## config.mk

```make
export PLATFORM = sky130hd
export DESIGN_NAME = sobel_edge_core
export DESIGN_NICKNAME = d
export VERILOG_FILES = /design/src/rtl/sobel_pkg.sv /design/src/rtl/sobel_win_loader.sv /design/src/rtl/sobel_grad_stage1.sv /design/src/rtl/sobel_mag_thresh.sv /design/src/rtl/sobel_edge_core.sv
export SDC_FILE = /design/constraint.sdc
export NUM_CORES = 1
export LEC_CHECK = 0
export ABC_AREA = 1
export BUFFER_PORTS_ARGS = -buffer_cell sky130_fd_sc_hd__buf_2
export CORE_ASPECT_RATIO = 2
export CORE_MARGIN = 3
export CORE_UTILIZATION = 35
export DETAILED_ROUTE_END_ITERATION = 16
export GPL_TIMING_DRIVEN = 0
export PLACE_DENSITY = 0.47
export RECOVER_POWER = 25
export REMOVE_ABC_BUFFERS = 1
export SETUP_SLACK_MARGIN = 0.5
export SYNTH_ARGS = -nofsm -noshare
export SYNTH_HDL_FRONTEND = slang
export SYNTH_SLANG_ARGS = --single-unit
```

## constraint.sdc

```tcl
create_clock -name clk -period 6.5 [get_ports clk]
set_clock_uncertainty 0.2 [all_clocks]
set_input_delay 1.625 -clock clk [delete_from_list [all_inputs] [get_ports clk]]
set_output_delay 1.625 -clock clk [all_outputs]
set_load 0.005 [all_outputs]
```

## src/rtl/sobel_pkg.sv

```systemverilog
`timescale 1ns/1ps
package sobel_pkg;
   // Number of pixels in one neighbourhood and the number held before the last one arrives
   localparam int WIN_PIX  = 9;
   localparam int HIST_PIX = 7;
   typedef logic [3:0] win_cnt_t;
endpackage

```

## src/rtl/sobel_win_loader.sv

```systemverilog
`timescale 1ns/1ps
module sobel_win_loader
   import sobel_pkg::*;
#(
   parameter int PIX_W = 8
) (
   input  logic                          clk,
   input  logic                          rst,
   input  logic                          pix_vld,
   input  logic [PIX_W-1:0]              pix,
   output logic [HIST_PIX-1:0][PIX_W-1:0] hist,
   output logic                          fire8,
   output logic                          fire9
);
   localparam win_cnt_t LAST_IDX = win_cnt_t'(WIN_PIX - 1);
   localparam win_cnt_t PEN_IDX  = win_cnt_t'(WIN_PIX - 2);

   win_cnt_t cnt;

   assign fire8 = pix_vld && (cnt == PEN_IDX);
   assign fire9 = pix_vld && (cnt == LAST_IDX);

   always_ff @(posedge clk) begin
      if (rst)
         cnt <= '0;
      else if (pix_vld)
         cnt <= (cnt == LAST_IDX) ? '0 : cnt + 1'b1;
   end

   // shift chain: the newest pixel enters at the top, so after seven pixels hist[k] is p(k+1)
   always_ff @(posedge clk) begin
      if (pix_vld)
         hist[HIST_PIX-1] <= pix;
   end

   for (genvar k = 0; k < HIST_PIX - 1; k++) begin : g_shift
      always_ff @(posedge clk) begin
         if (pix_vld)
            hist[k] <= hist[k+1];
      end
   end
endmodule

```

## src/rtl/sobel_grad_stage1.sv

```systemverilog
`timescale 1ns/1ps
module sobel_grad_stage1
   import sobel_pkg::*;
#(
   parameter int PIX_W  = 8,
   parameter int GRAD_W = PIX_W + 3
) (
   input  logic                           clk,
   input  logic [HIST_PIX-1:0][PIX_W-1:0] hist,
   input  logic [PIX_W-1:0]               p8,
   input  logic                           fire8,
   output logic signed [GRAD_W-1:0]       part_gx,
   output logic signed [GRAD_W-1:0]       part_gy
);
   localparam int PAD_W = GRAD_W - PIX_W;

   logic signed [GRAD_W-1:0] ext [8];

   for (genvar k = 0; k < 8; k++) begin : g_ext
      if (k < HIST_PIX) begin : g_hist
         assign ext[k] = $signed({{PAD_W{1'b0}}, hist[k]});
      end else begin : g_live
         assign ext[k] = $signed({{PAD_W{1'b0}}, p8});
      end
   end

   logic signed [GRAD_W-1:0] gx_c, gy_c;

   // partial sums without the bottom-right pixel; weights of two as shifts
   always_comb begin
      gx_c = (ext[2] - ext[0]) + ((ext[5] - ext[3]) <<< 1) - ext[6];
      gy_c = (ext[6] - ext[0]) + ((ext[7] - ext[1]) <<< 1) - ext[2];
   end

   always_ff @(posedge clk) begin
      if (fire8) begin
         part_gx <= gx_c;
         part_gy <= gy_c;
      end
   end
endmodule

```

## src/rtl/sobel_mag_thresh.sv

```systemverilog
`timescale 1ns/1ps
module sobel_mag_thresh #(
   parameter int PIX_W  = 8,
   parameter int GRAD_W = PIX_W + 3,
   parameter int MAG_W  = PIX_W + 4
) (
   input  logic                     clk,
   input  logic                     rst,
   input  logic signed [GRAD_W-1:0] part_gx,
   input  logic signed [GRAD_W-1:0] part_gy,
   input  logic [PIX_W-1:0]         p9,
   input  logic [MAG_W-1:0]         thr,
   input  logic                     fire9,
   output logic                     edge_vld,
   output logic [PIX_W-1:0]         edge_pix
);
   localparam int PAD_W = GRAD_W - PIX_W;

   logic signed [GRAD_W-1:0] p9_s, gx, gy;
   logic [GRAD_W-1:0]        ax, ay;
   logic [MAG_W-1:0]         mag;
   logic                     hit;

   always_comb begin
      p9_s = $signed({{PAD_W{1'b0}}, p9});
      gx   = part_gx + p9_s;
      gy   = part_gy + p9_s;
      ax   = gx[GRAD_W-1] ? GRAD_W'(-gx) : GRAD_W'(gx);
      ay   = gy[GRAD_W-1] ? GRAD_W'(-gy) : GRAD_W'(gy);
      mag  = MAG_W'(ax) + MAG_W'(ay);
      hit  = mag > thr;
   end

   always_ff @(posedge clk) begin
      if (rst) begin
         edge_vld <= 1'b0;
         edge_pix <= '0;
      end else begin
         edge_vld <= fire9;
         if (fire9)
            edge_pix <= hit ? '1 : '0;
      end
   end
endmodule

```

## src/rtl/sobel_edge_core.sv

```systemverilog
`timescale 1ns/1ps
module sobel_edge_core
   import sobel_pkg::*;
#(
   parameter int PIX_W  = 8,
   localparam int GRAD_W = PIX_W + 3,
   localparam int MAG_W  = PIX_W + 4
) (
   input  logic             clk,
   input  logic             rst,
   input  logic             pix_vld,
   input  logic [PIX_W-1:0] pix,
   input  logic [MAG_W-1:0] thr,
   output logic             edge_vld,
   output logic [PIX_W-1:0] edge_pix
);
   if (PIX_W < 2 || PIX_W > 16) begin : g_bad_width
      $error("sobel_edge_core: PIX_W must lie in 2..16");
   end

   logic [HIST_PIX-1:0][PIX_W-1:0] hist;
   logic                           fire8, fire9;
   logic signed [GRAD_W-1:0]       part_gx, part_gy;

   sobel_win_loader #(.PIX_W(PIX_W)) u_load (
      .clk     (clk),
      .rst     (rst),
      .pix_vld (pix_vld),
      .pix     (pix),
      .hist    (hist),
      .fire8   (fire8),
      .fire9   (fire9)
   );

   sobel_grad_stage1 #(.PIX_W(PIX_W), .GRAD_W(GRAD_W)) u_st1 (
      .clk     (clk),
      .hist    (hist),
      .p8      (pix),
      .fire8   (fire8),
      .part_gx (part_gx),
      .part_gy (part_gy)
   );

   sobel_mag_thresh #(.PIX_W(PIX_W), .GRAD_W(GRAD_W), .MAG_W(MAG_W)) u_st2 (
      .clk      (clk),
      .rst      (rst),
      .part_gx  (part_gx),
      .part_gy  (part_gy),
      .p9       (pix),
      .thr      (thr),
      .fire9    (fire9),
      .edge_vld (edge_vld),
      .edge_pix (edge_pix)
   );
endmodule

```

==> results of run 1 <==
per-layer routing:
layer,GRT usage,part of all wire,up-vias
met2,0.338,0.59,63
met4,0.0990,0.058,0
met1,0.142,0.33,2637
li1,-,-,3006
met5,0,0,-
met3,0.0239,0.016,36
worst paths after layout:
path,startpoint,endpoint,slack (ns),depth (start not counted)
setup / recovery,pix[0],u_st2.edge_pix[6],0.90,27
hold / removal,u_load.hist[32],u_load.hist[24],0.22,0
setup reg to reg,u_st1.part_gx[0],u_st2.edge_pix[6],1.96,28
hold reg to reg,u_load.hist[32],u_load.hist[24],0.22,0
worst reg2reg max path, delay by kind of cell, from the launching register on:
family                   cells  cell delay [ns]
adder cells (fa/ha/maj)      4             1.30
flip-flops                   1             0.43
AO/OA/AOI/OAI                9             1.26
AND/OR/NAND/NOR             13             1.17
buffers and inverters        2             0.10
synth_stat cells, types with 12 or more instances:
master      n  area share
a21oi_1    69       0.046
nor2_1     44       0.022
xor2_1     28       0.033
xnor2_1    28       0.033
nand3_1    59       0.039
fa_1       23       0.061
edfxtp_1   78        0.31
nand4_1    12       0.010
nand2_1   177       0.089
ha_1       99        0.17
o21ai_0    15       0.010
inv_1     182       0.091
metrics by stage:
stage	setup WS [ns]	power (µW)	cells	hold slack, ns
after floorplan	1.06	1410	883	0.200
after global routing	0.510	2310	1208	0.239
after CTS	0.502	2150	1200	0.223
final	0.897	2110	1208	0.221
after detailed placement	0.0297	1630	1184	0.206
after global placement	0.0182	1630	1183	0.202
power groups by stage:
stage | Combinational, µW | Sequential [µW] | Clock [µW]
after floorplan | 714 | 692 | 0
after global placement | 925 | 700 | 0
after detailed placement | 931 | 700 | 0
after CTS | 935 | 689 | 526
after global routing | 1070 | 691 | 548
final | 922 | 688 | 504
logic make-up (layout without fill, tap and decap cells):
kind of cell | count (synthesis) | count (layout)
AO/OA/AOI/OAI | 114 | 114
XOR/XNOR | 56 | 56
adder cells (fa/ha/maj) | 122 | 122
buffers and inverters | 195 | 239
AND/OR/NAND/NOR | 323 | 324
flip-flops | 84 | 84
what timing repair did:
item / in CTS / in global routing
cloned: 0 / 1
pin swaps: 0 / 2
setup endpoints to repair: 1 / 1
setup buffers: 0 / 7
resized for setup: 1 / 12
cell usage in the layout (no fill, tap or decap), types with 2 or more instances in the layout:
master,count
o21ai_1,3
inv_2,2
o211ai_1,4
clkinv_2,2
ha_2,2
nand2_2,11
nor3_1,4
nand4_1,12
nor2_2,4
nand3_2,2
nor3_2,3
o21ai_0,14
clkinvlp_4,2
o21bai_1,3
nand3b_1,6
dfxtp_1,6
nand2_4,2
a21o_1,8
clkbuf_16,9
nand3_1,59
a21oi_2,2
a31oi_1,2
nand2_1,176
fa_1,22
buf_2,30
inv_1,182
o21ai_2,4
xnor2_1,28
ha_1,97
edfxtp_1,78
a21oi_1,67
xor2_1,27
nor2_1,43
buf_4,8
registers in the layout (all words and copies together), names as in the netlist:
register and count:
u_st2.edge_vld 1, u_st1.part_gx 11, u_load.hist 56, u_load.cnt 4, u_st2.edge_pix 1, u_st1.part_gy 11
area by class of cell:
| class | instances | area (µm²) |
|---|---|---|
| clock buffers | 9 | 225 |
| clock inverters | 7 | 67.6 |
| fillers | 2245 | 12700 |
| inverters | 184 | 691 |
| multi-input cells | 616 | 4300 |
| flip-flops and latches | 84 | 2460 |
| well taps | 269 | 337 |
| repair buffers | 39 | 221 |
==> qor.txt, run 1 <==
PLACEMENT
------------------------------------------------------------------------------------------------------
DPL Wire Length .........................................................................     15000 µm
Placed cell areas .......................................................................  0.00790 mm²
Count of buffers inserted at the top-level ports ........................................           31
Routability-driven placement congestion ratio ...........................................        0.831

YOSYS
------------------------------------------------------------------------------------------------------
Number of flops mapped to enable cells by yosys .........................................           78
Total standard cell area after synthesis ................................................  0.00749 mm²
Sequential share of the synthesized area ................................................        0.329
Synthesized-area fraction occupied by and/or/nand/nor cells .............................        0.188
Syn avg cell area .......................................................................     8.38 µm²
Adder and majority gate portion of the synthesized area .................................        0.227
Count of distinct cell types in the synthesized netlist .................................           37
Synthesized instance count ..............................................................          894
FFs w/ async S/R, synth .................................................................            0
Dominant combinational cell family by area after synthesis ..............................  adder cells
Flip-flop cell with the highest count after synthesis ...................................     edfxtp_1
YS warnings .............................................................................            0
Share of the synthesized area in compound gates (AO/OA/AOI/OAI) .........................       0.0857
XOR/XNOR share of the synthesized area ..................................................       0.0655
Mux contribution to synthesized area ....................................................            0
Number of synthesized register bits .....................................................           84

SETUP PATH
------------------------------------------------------------------------------------------------------
Peak per-stage delay on the critical path ...............................................      0.41 ns
Family of cells with the greatest summed delay on the critical path ..................... simple AND/OR/NAND/NOR gates
Maximum fanout encountered on the critical timing path ..................................            5
Buffers plus inverters on the worst setup path ..........................................            3
WP data arrival .........................................................................      5.65 ns
Data required time at the worst endpoint ................................................      6.55 ns
Master of the slowest instance on the critical path .....................................      o21ai_1
Kind of capture point of the worst setup path ...........................................     register
Critical setup path kind ................................................................    in -> reg
Most used cell along the critical path ..................................................      nand2_2
Critical path launch point type .........................................................   input port

DETAILED ROUTING
------------------------------------------------------------------------------------------------------
Detailed-route DRC error count ..........................................................            0
Post-detailed-routing wire length .......................................................     17800 µm
Number of design-rule violations left by the first detailed-router iteration ............          159
Post-route antenna net violation count ..................................................            0
Number of detailed-route iterations in the first pass ...................................            4
Vias after detailed routing .............................................................         5742
Post-DR wirelength/cell .................................................................      14.7 µm
Via-per-instance ratio ..................................................................         4.75

CLOCKING
------------------------------------------------------------------------------------------------------
H-Tree Level Count ......................................................................            3
Root Buffer Master ......................................................................    clkbuf_16
Num Clock Sinks .........................................................................           84
Largest buffer count on any clock path ..................................................            2
Clock transition at the register clock pins on the worst setup and hold paths after CTS .      0.06 ns
Number of buffers created by CTS ........................................................            9
Hold Buf Count CTS ......................................................................            0
Later-pin clock latency in the skew report ..............................................      0.35 ns
Clock tree from TritonCTS ...............................................................         done

GRT
------------------------------------------------------------------------------------------------------
Overall Global Routing Usage ............................................................        0.165
Via count of the first global-routing pass ..............................................         5940
Pin count of the biggest net entering global routing ....................................           63
First-pass GRT wire length ..............................................................     28500 µm
Global route overflow ...................................................................            0
Antenna violations before repair ........................................................            0

RUN STATUS
------------------------------------------------------------------------------------------------------
Run status ..............................................................................    completed

POWER
------------------------------------------------------------------------------------------------------
LEAKAGE .................................................................................   0.00411 µW
Clock share of power ....................................................................        0.239
Internal power ..........................................................................      1350 µW
PD cells ................................................................................   255 mW/mm²
Sw frac .................................................................................        0.363
Portion of total power attributed to sequential cells ...................................        0.325
Logic gate share of total power .........................................................        0.436
Highest ir drop seen on vdd .............................................................       171 µV
Psw .....................................................................................       768 µW

STA
------------------------------------------------------------------------------------------------------
Setup tns final .........................................................................         0 ns
Final hold viol count ...................................................................            0
Max-slew headroom at the worst pin ......................................................        0.483
RSZ-0062 raised after global routing ....................................................           no
Time the final worst path needs with I/O delays and setup ...............................      5.60 ns
Final Cycle Share .......................................................................        0.862
Setup-violating endpoint count in the final report ......................................            0
Timing-limited maximum frequency ........................................................      178 MHz
Transition time at the pin with the least slew margin ...................................     0.771 ns
Max-slew violation count ................................................................            0

FLOORPLANNING
------------------------------------------------------------------------------------------------------
Starting density of the core ............................................................        0.356
Number of top-level pins ................................................................           32
Site row count ..........................................................................           75
Vertical die dimension ..................................................................       213 µm
Die Footprint ...........................................................................   0.0233 mm²
Core ar. ................................................................................   0.0210 mm²
Die extent in x .........................................................................       109 µm

LAYOUT
------------------------------------------------------------------------------------------------------
Utilization after layout ................................................................        0.395
Area of all placed cells without fillers ................................................  0.00830 mm²
Number of diodes added for antenna fixing ...............................................            0
Share of cells above drive strength 1 ...................................................       0.0937
Layout overhead on the synthesized area .................................................        10.9%
Nets@finish .............................................................................         1079

JOB
------------------------------------------------------------------------------------------------------
Maximum capacitance violations ..........................................................            0

HOLD PATH
------------------------------------------------------------------------------------------------------
Path type of the worst min-delay path ...................................................   reg -> reg

No activity file was read; power rests on OpenSTA's default activity.
==> run 2: changes to the inputs <==
CORE_UTILIZATION = 45   (was 35)
PLACE_DENSITY = 0.58   (was 0.47)
SKIP_CTS_REPAIR_TIMING = 1   (was not set)
==> qor.txt, run 2 (synthesized netlist as in run 1, its figures left out) <==
GRT
------------------------------------------------------------------------------------------------------
First-pass GRT wire length ..............................................................     27600 µm   -3.2%
Overall Global Routing Usage ............................................................        0.193   +0.0279
Via count of the first global-routing pass ..............................................         5927   -0.22%
Global route overflow ...................................................................            0   unchanged
Pin count of the biggest net entering global routing ....................................           63   unchanged
Antenna violations before repair ........................................................            0   unchanged

RUN STATUS
------------------------------------------------------------------------------------------------------
Run status ..............................................................................    completed

CLOCKING
------------------------------------------------------------------------------------------------------
Later-pin clock latency in the skew report ..............................................      0.35 ns   about the same
Clock transition at the register clock pins on the worst setup and hold paths after CTS .      0.06 ns   about the same
H-Tree Level Count ......................................................................            3   unchanged
Clock tree from TritonCTS ...............................................................         done
Root Buffer Master ......................................................................    clkbuf_16
Num Clock Sinks .........................................................................           84   unchanged
Largest buffer count on any clock path ..................................................            2   unchanged
Number of buffers created by CTS ........................................................            9   unchanged

POWER
------------------------------------------------------------------------------------------------------
Clock share of power ....................................................................        0.280   +0.041
Internal power ..........................................................................      1460 µW   +8.7%
Logic gate share of total power .........................................................        0.411   -0.025
Highest ir drop seen on vdd .............................................................       160 µV   -6.8%
LEAKAGE .................................................................................   0.00411 µW   about the same
PD cells ................................................................................   270 mW/mm²   +6.2%
Pwr Total ...............................................................................      2230 µW   +5.6%
Psw .....................................................................................       769 µW   +0.11%
Portion of total power attributed to sequential cells ...................................        0.308   -0.017
Sw frac .................................................................................        0.344   -0.0188

SETUP PATH
------------------------------------------------------------------------------------------------------
Kind of capture point of the worst setup path ...........................................     register
Master of the slowest instance on the critical path .....................................         ha_2
WP data arrival .........................................................................      5.58 ns   -0.07 ns
Buffers plus inverters on the worst setup path ..........................................            3   unchanged
Peak per-stage delay on the critical path ...............................................      0.39 ns   -0.02 ns
Data required time at the worst endpoint ................................................      6.54 ns   about the same
Critical setup path kind ................................................................    in -> reg
Family of cells with the greatest summed delay on the critical path .....................  adder cells
Critical path launch point type .........................................................   input port
Maximum fanout encountered on the critical timing path ..................................           16   +11

LAYOUT
------------------------------------------------------------------------------------------------------
Filler cell count .......................................................................         1578   -30%
Number of flip-flops under the largest register name ....................................           56   unchanged
Registers with the most flip-flops ...................................................... u_load.hist (56), u_st1.part_gx (11), u_st1.part_gy (11)
Layout overhead on the synthesized area .................................................        10.3%
Number of diodes added for antenna fixing ...............................................            0   unchanged
Leading cell types in the layout, fill and taps excluded ................................ 182 x inv_1, 176 x nand2_1, 97 x ha_1, 78 x edfxtp_1, 66 x a21oi_1
Share of cells above drive strength 1 ...................................................       0.0879   -0.00583
Nets@finish .............................................................................         1073   -0.56%
Commonest non-fill, non-tap cell in the layout ..........................................        inv_1
Biggest register ........................................................................  u_load.hist

FLOORPLANNING
------------------------------------------------------------------------------------------------------
Vertical die dimension ..................................................................       188 µm   -11%
Site row count ..........................................................................           66   -12%
Core ar. ................................................................................   0.0163 mm²   -23%
Number of top-level pins ................................................................           32   unchanged
Starting density of the core ............................................................        0.460   +0.104
Die extent in x .........................................................................      97.2 µm   -11%
Die Footprint ...........................................................................   0.0183 mm²   -21%

DETAILED ROUTING
------------------------------------------------------------------------------------------------------
Vias after detailed routing .............................................................         5789   +0.82%
Detailed-route DRC error count ..........................................................            0   unchanged
Number of design-rule violations left by the first detailed-router iteration ............          192   +21%
Post-detailed-routing wire length .......................................................     16900 µm   -5.3%
Post-DR wirelength/cell .................................................................      14.8 µm   +0.62%
Number of detailed-route iterations in the first pass ...................................            4   unchanged
Post-route antenna net violation count ..................................................            0   unchanged
Via-per-instance ratio ..................................................................         5.09   +7.1%

PLACEMENT
------------------------------------------------------------------------------------------------------
DPL Wire Length .........................................................................     14000 µm   -6.1%
Routability-driven placement congestion ratio ...........................................        0.849   +2.1%
Count of buffers inserted at the top-level ports ........................................           31   unchanged

STA
------------------------------------------------------------------------------------------------------
Final hold viol count ...................................................................            0   unchanged
Setup-violating endpoint count in the final report ......................................            0   unchanged
RSZ-0062 raised after global routing ....................................................           no
Transition time at the pin with the least slew margin ...................................     0.775 ns   +0.00411 ns
Timing-limited maximum frequency ........................................................      180 MHz   +1.1%
Time the final worst path needs with I/O delays and setup ...............................      5.54 ns   -0.0589 ns
Final Cycle Share .......................................................................        0.853   -0.00907
Max-slew headroom at the worst pin ......................................................        0.484   about the same
Max-slew violation count ................................................................            0   unchanged
Setup tns final .........................................................................         0 ns   unchanged

HOLD PATH
------------------------------------------------------------------------------------------------------
Path type of the worst min-delay path ...................................................   reg -> reg

JOB
------------------------------------------------------------------------------------------------------
Maximum capacitance violations ..........................................................            0   unchanged

## run 2: changes by cell type in the layout (fill, tap and decap cells not counted)
cell | before | now
ha_2 | 2 | 1
a21oi_1 | 67 | 66
xor2_2 | 1 | 0
bufinv_16 | 1 | 4
nor2_4 | 0 | 1
o21ai_2 | 4 | 3
a21oi_2 | 2 | 3
nor2_1 | 43 | 42
clkinv_2 | 2 | 0
o21ai_1 | 3 | 4
xor2_1 | 27 | 28
clkinv_4 | 1 | 0
ha_4 | 0 | 1
buf_4 | 8 | 2
## run 2: final timing paths
| kind | depth (start not counted) | to | startpoint | slack (ns) |
|---|---|---|---|---|
| min reg2reg | 0 | u_load.hist[30] | u_load.hist[38] | 0.22 |
| max reg2reg | 29 | u_st2.edge_pix[6] | u_st1.part_gx[0] | 2.03 |
| min | 0 | u_load.hist[30] | u_load.hist[38] | 0.22 |
| max | 30 | u_st2.edge_pix[6] | pix[0] | 0.96 |
## run 2: area by class of cell
cell class | count | area [µm²] | share of cell area
repair buffers | 33 | 176 | 0.0214
clock buffers | 9 | 225 | 0.0273
well taps | 204 | 255 | 0.0309
flip-flops and latches | 84 | 2460 | 0.298
inverters | 184 | 691 | 0.0836
clock inverters | 7 | 139 | 0.0168
multi-input cells | 616 | 4310 | 0.522
## run 2: power by group through the flow
stage | clock (µW) | combinational [µW] | sequential (µW)
5_1_grt | 656 | 1070 | 691
6_report | 626 | 918 | 688
3_5_place_dp | 0 | 915 | 701
2_1_floorplan | 0 | 714 | 692
3_3_place_gp | 0 | 904 | 700
4_1_cts | 639 | 923 | 689
## run 2: metal layers
layer,up-vias,track usage,part of all wire
met4,0,0.124,0.064
met2,83,0.391,0.57
met5,-,0,0
met1,2665,0.175,0.34
met3,45,0.0200,0.018
li1,2996,-,-
## run 2: stage by stage
stage	std cells	instance area [µm²]	setup WS, ns	hold slack (ns)	utilization
5_1_grt	1137	8260	0.463	0.229	0.508
2_1_floorplan	883	7400	1.06	0.200	-
6_report	1137	8260	0.956	0.218	0.508
3_3_place_gp	1118	7810	0.156	0.202	0.480
4_1_cts	1135	8190	0.493	0.220	0.503
3_5_place_dp	1119	7820	0.133	0.205	0.481
==> run 3: changes to the inputs <==
REMOVE_ABC_BUFFERS = not set   (was 1)
==> qor.txt, run 3 (synthesized netlist as in run 1, its figures left out) <==
RUN STATUS
------------------------------------------------------------------------------------------------------
Run status ..............................................................................    completed

FLOORPLANNING
------------------------------------------------------------------------------------------------------
Core ar. ................................................................................   0.0163 mm²   unchanged
Die extent in x .........................................................................      97.2 µm   unchanged
Vertical die dimension ..................................................................       188 µm   unchanged
Number of top-level pins ................................................................           32   unchanged
Site row count ..........................................................................           66   unchanged
Die Footprint ...........................................................................   0.0183 mm²   unchanged
Starting density of the core ............................................................        0.460   unchanged

SETUP PATH
------------------------------------------------------------------------------------------------------
Most used cell along the critical path ..................................................      nand2_1
Family of cells with the greatest summed delay on the critical path ..................... simple AND/OR/NAND/NOR gates
WP data arrival .........................................................................      5.67 ns   +0.09 ns
Kind of capture point of the worst setup path ...........................................     register
Peak per-stage delay on the critical path ...............................................      0.38 ns   about the same
Master of the slowest instance on the critical path .....................................         ha_2
Critical path launch point type .........................................................   input port
Critical setup path kind ................................................................    in -> reg
Data required time at the worst endpoint ................................................      6.53 ns   about the same
Buffers plus inverters on the worst setup path ..........................................            4   +1
Maximum fanout encountered on the critical timing path ..................................           10   -6

PLACEMENT
------------------------------------------------------------------------------------------------------
DPL Wire Length .........................................................................     14200 µm   +1.3%
Routability-driven placement congestion ratio ...........................................        0.842   -0.82%
Count of buffers inserted at the top-level ports ........................................           31   unchanged

STA
------------------------------------------------------------------------------------------------------
Max-slew violation count ................................................................            0   unchanged
Transition time at the pin with the least slew margin ...................................     0.764 ns   -0.0105 ns
Setup tns final .........................................................................         0 ns   unchanged
Setup-violating endpoint count in the final report ......................................            0   unchanged
Hold slack ..............................................................................     0.220 ns   +0.00160 ns
RSZ-0062 raised after global routing ....................................................           no
Final Cycle Share .......................................................................        0.867   +0.0143
Max-slew headroom at the worst pin ......................................................        0.491   +0.00702
Time the final worst path needs with I/O delays and setup ...............................      5.64 ns   +0.0933 ns
Timing-limited maximum frequency ........................................................      177 MHz   -1.7%
Final hold viol count ...................................................................            0   unchanged

GRT
------------------------------------------------------------------------------------------------------
Via count of the first global-routing pass ..............................................         5867   -1.0%
First-pass GRT wire length ..............................................................     27400 µm   -0.65%
Antenna violations before repair ........................................................            0   unchanged
Overall Global Routing Usage ............................................................        0.193   -0.000500
Global route overflow ...................................................................            0   unchanged
Pin count of the biggest net entering global routing ....................................           63   unchanged

POWER
------------------------------------------------------------------------------------------------------
Highest ir drop seen on vdd .............................................................       169 µV   +6.1%
LEAKAGE .................................................................................   0.00413 µW   +0.37%
Pwr Total ...............................................................................      2080 µW   -6.6%
PD cells ................................................................................   253 mW/mm²   -6.2%

LAYOUT
------------------------------------------------------------------------------------------------------
Biggest register ........................................................................  u_load.hist
Number of diodes added for antenna fixing ...............................................            0   unchanged
Share of cells above drive strength 1 ...................................................       0.0934   +0.00553
Layout overhead on the synthesized area .................................................        9.81%
Leading cell types in the layout, fill and taps excluded ................................ 182 x inv_1, 177 x nand2_1, 96 x ha_1, 78 x edfxtp_1, 67 x a21oi_1
Registers with the most flip-flops ...................................................... u_load.hist (56), u_st1.part_gx (11), u_st1.part_gy (11)
Number of flip-flops under the largest register name ....................................           56   unchanged
Utilization after layout ................................................................        0.506   -0.00208
Filler cell count .......................................................................         1605   +1.7%
Commonest non-fill, non-tap cell in the layout ..........................................        inv_1
Nets@finish .............................................................................         1082   +0.84%

DETAILED ROUTING
------------------------------------------------------------------------------------------------------
Number of design-rule violations left by the first detailed-router iteration ............          123   -36%
Post-DR wirelength/cell .................................................................      14.8 µm   -0.57%
Vias after detailed routing .............................................................         5749   -0.69%
Detailed-route DRC error count ..........................................................            0   unchanged
Number of detailed-route iterations in the first pass ...................................            4   unchanged
Via-per-instance ratio ..................................................................         5.02   -1.5%
Post-route antenna net violation count ..................................................            0   unchanged
Post-detailed-routing wire length .......................................................     16900 µm   +0.21%

CLOCKING
------------------------------------------------------------------------------------------------------
Num Clock Sinks .........................................................................           84   unchanged
Number of buffers created by CTS ........................................................            9   unchanged
Root Buffer Master ......................................................................    clkbuf_16
Clock tree from TritonCTS ...............................................................         done
Later-pin clock latency in the skew report ..............................................      0.34 ns   about the same
Clock transition at the register clock pins on the worst setup and hold paths after CTS .      0.06 ns   about the same
Largest buffer count on any clock path ..................................................            2   unchanged
H-Tree Level Count ......................................................................            3   unchanged

YOSYS
------------------------------------------------------------------------------------------------------
Nets in the synthesized netlist .........................................................         1039

HOLD PATH
------------------------------------------------------------------------------------------------------
Path type of the worst min-delay path ...................................................   reg -> reg

JOB
------------------------------------------------------------------------------------------------------
Maximum capacitance violations ..........................................................            0   unchanged

-- run 3: path summary, 6_finish.rpt --
kind                                        from           endpoint  slack, ns  cells after the start
worst max-delay path                      pix[0]  u_st2.edge_pix[6]       0.86                     29
worst min-delay path             u_load.hist[32]    u_load.hist[24]       0.22                      0
worst max register to register  u_st1.part_gx[0]  u_st2.edge_pix[6]       1.92                     28
worst min register to register   u_load.hist[32]    u_load.hist[24]       0.22                      0
-- run 3: metrics by stage --
| step | worst slack (ns) | area, µm² | std cells |
|---|---|---|---|
| finish | 0.863 | 8220 | 1146 |
| global route | 0.456 | 8220 | 1146 |
| CTS | 0.464 | 8200 | 1146 |
| detailed placement | 0.104 | 7920 | 1130 |
| global placement | 0.129 | 7900 | 1129 |
| floorplan | 1.10 | 7490 | 894 |
-- run 3: where the power goes --
group | switching, µW | internal [µW]
combinational | 533 | 378
clock | 202 | 282
sequential | 17.4 | 671
-- run 3: metal layers --
layer | up-vias | share of wire | global-route usage | wire, µm
met1 | 2649 | 0.34 | 0.173 | 5830
met5 | - | 0 | 0 | 0
met3 | 32 | 0.013 | 0.0144 | 218
met2 | 58 | 0.59 | 0.404 | 10100
li1 | 3010 | - | - | -
met4 | 0 | 0.048 | 0.108 | 808
-- run 3: cell type report --
cell class | count | area, µm² | area share
tap | 204 | 255 | 0.0310
clock buffer | 13 | 262 | 0.0318
inverter | 184 | 691 | 0.0840
timing repair buffer | 32 | 169 | 0.0205
buffer | 11 | 93.8 | 0.0114
clock inverter | 3 | 17.5 | 0.00213
multi-input combinational | 615 | 4270 | 0.520
sequential | 84 | 2460 | 0.299
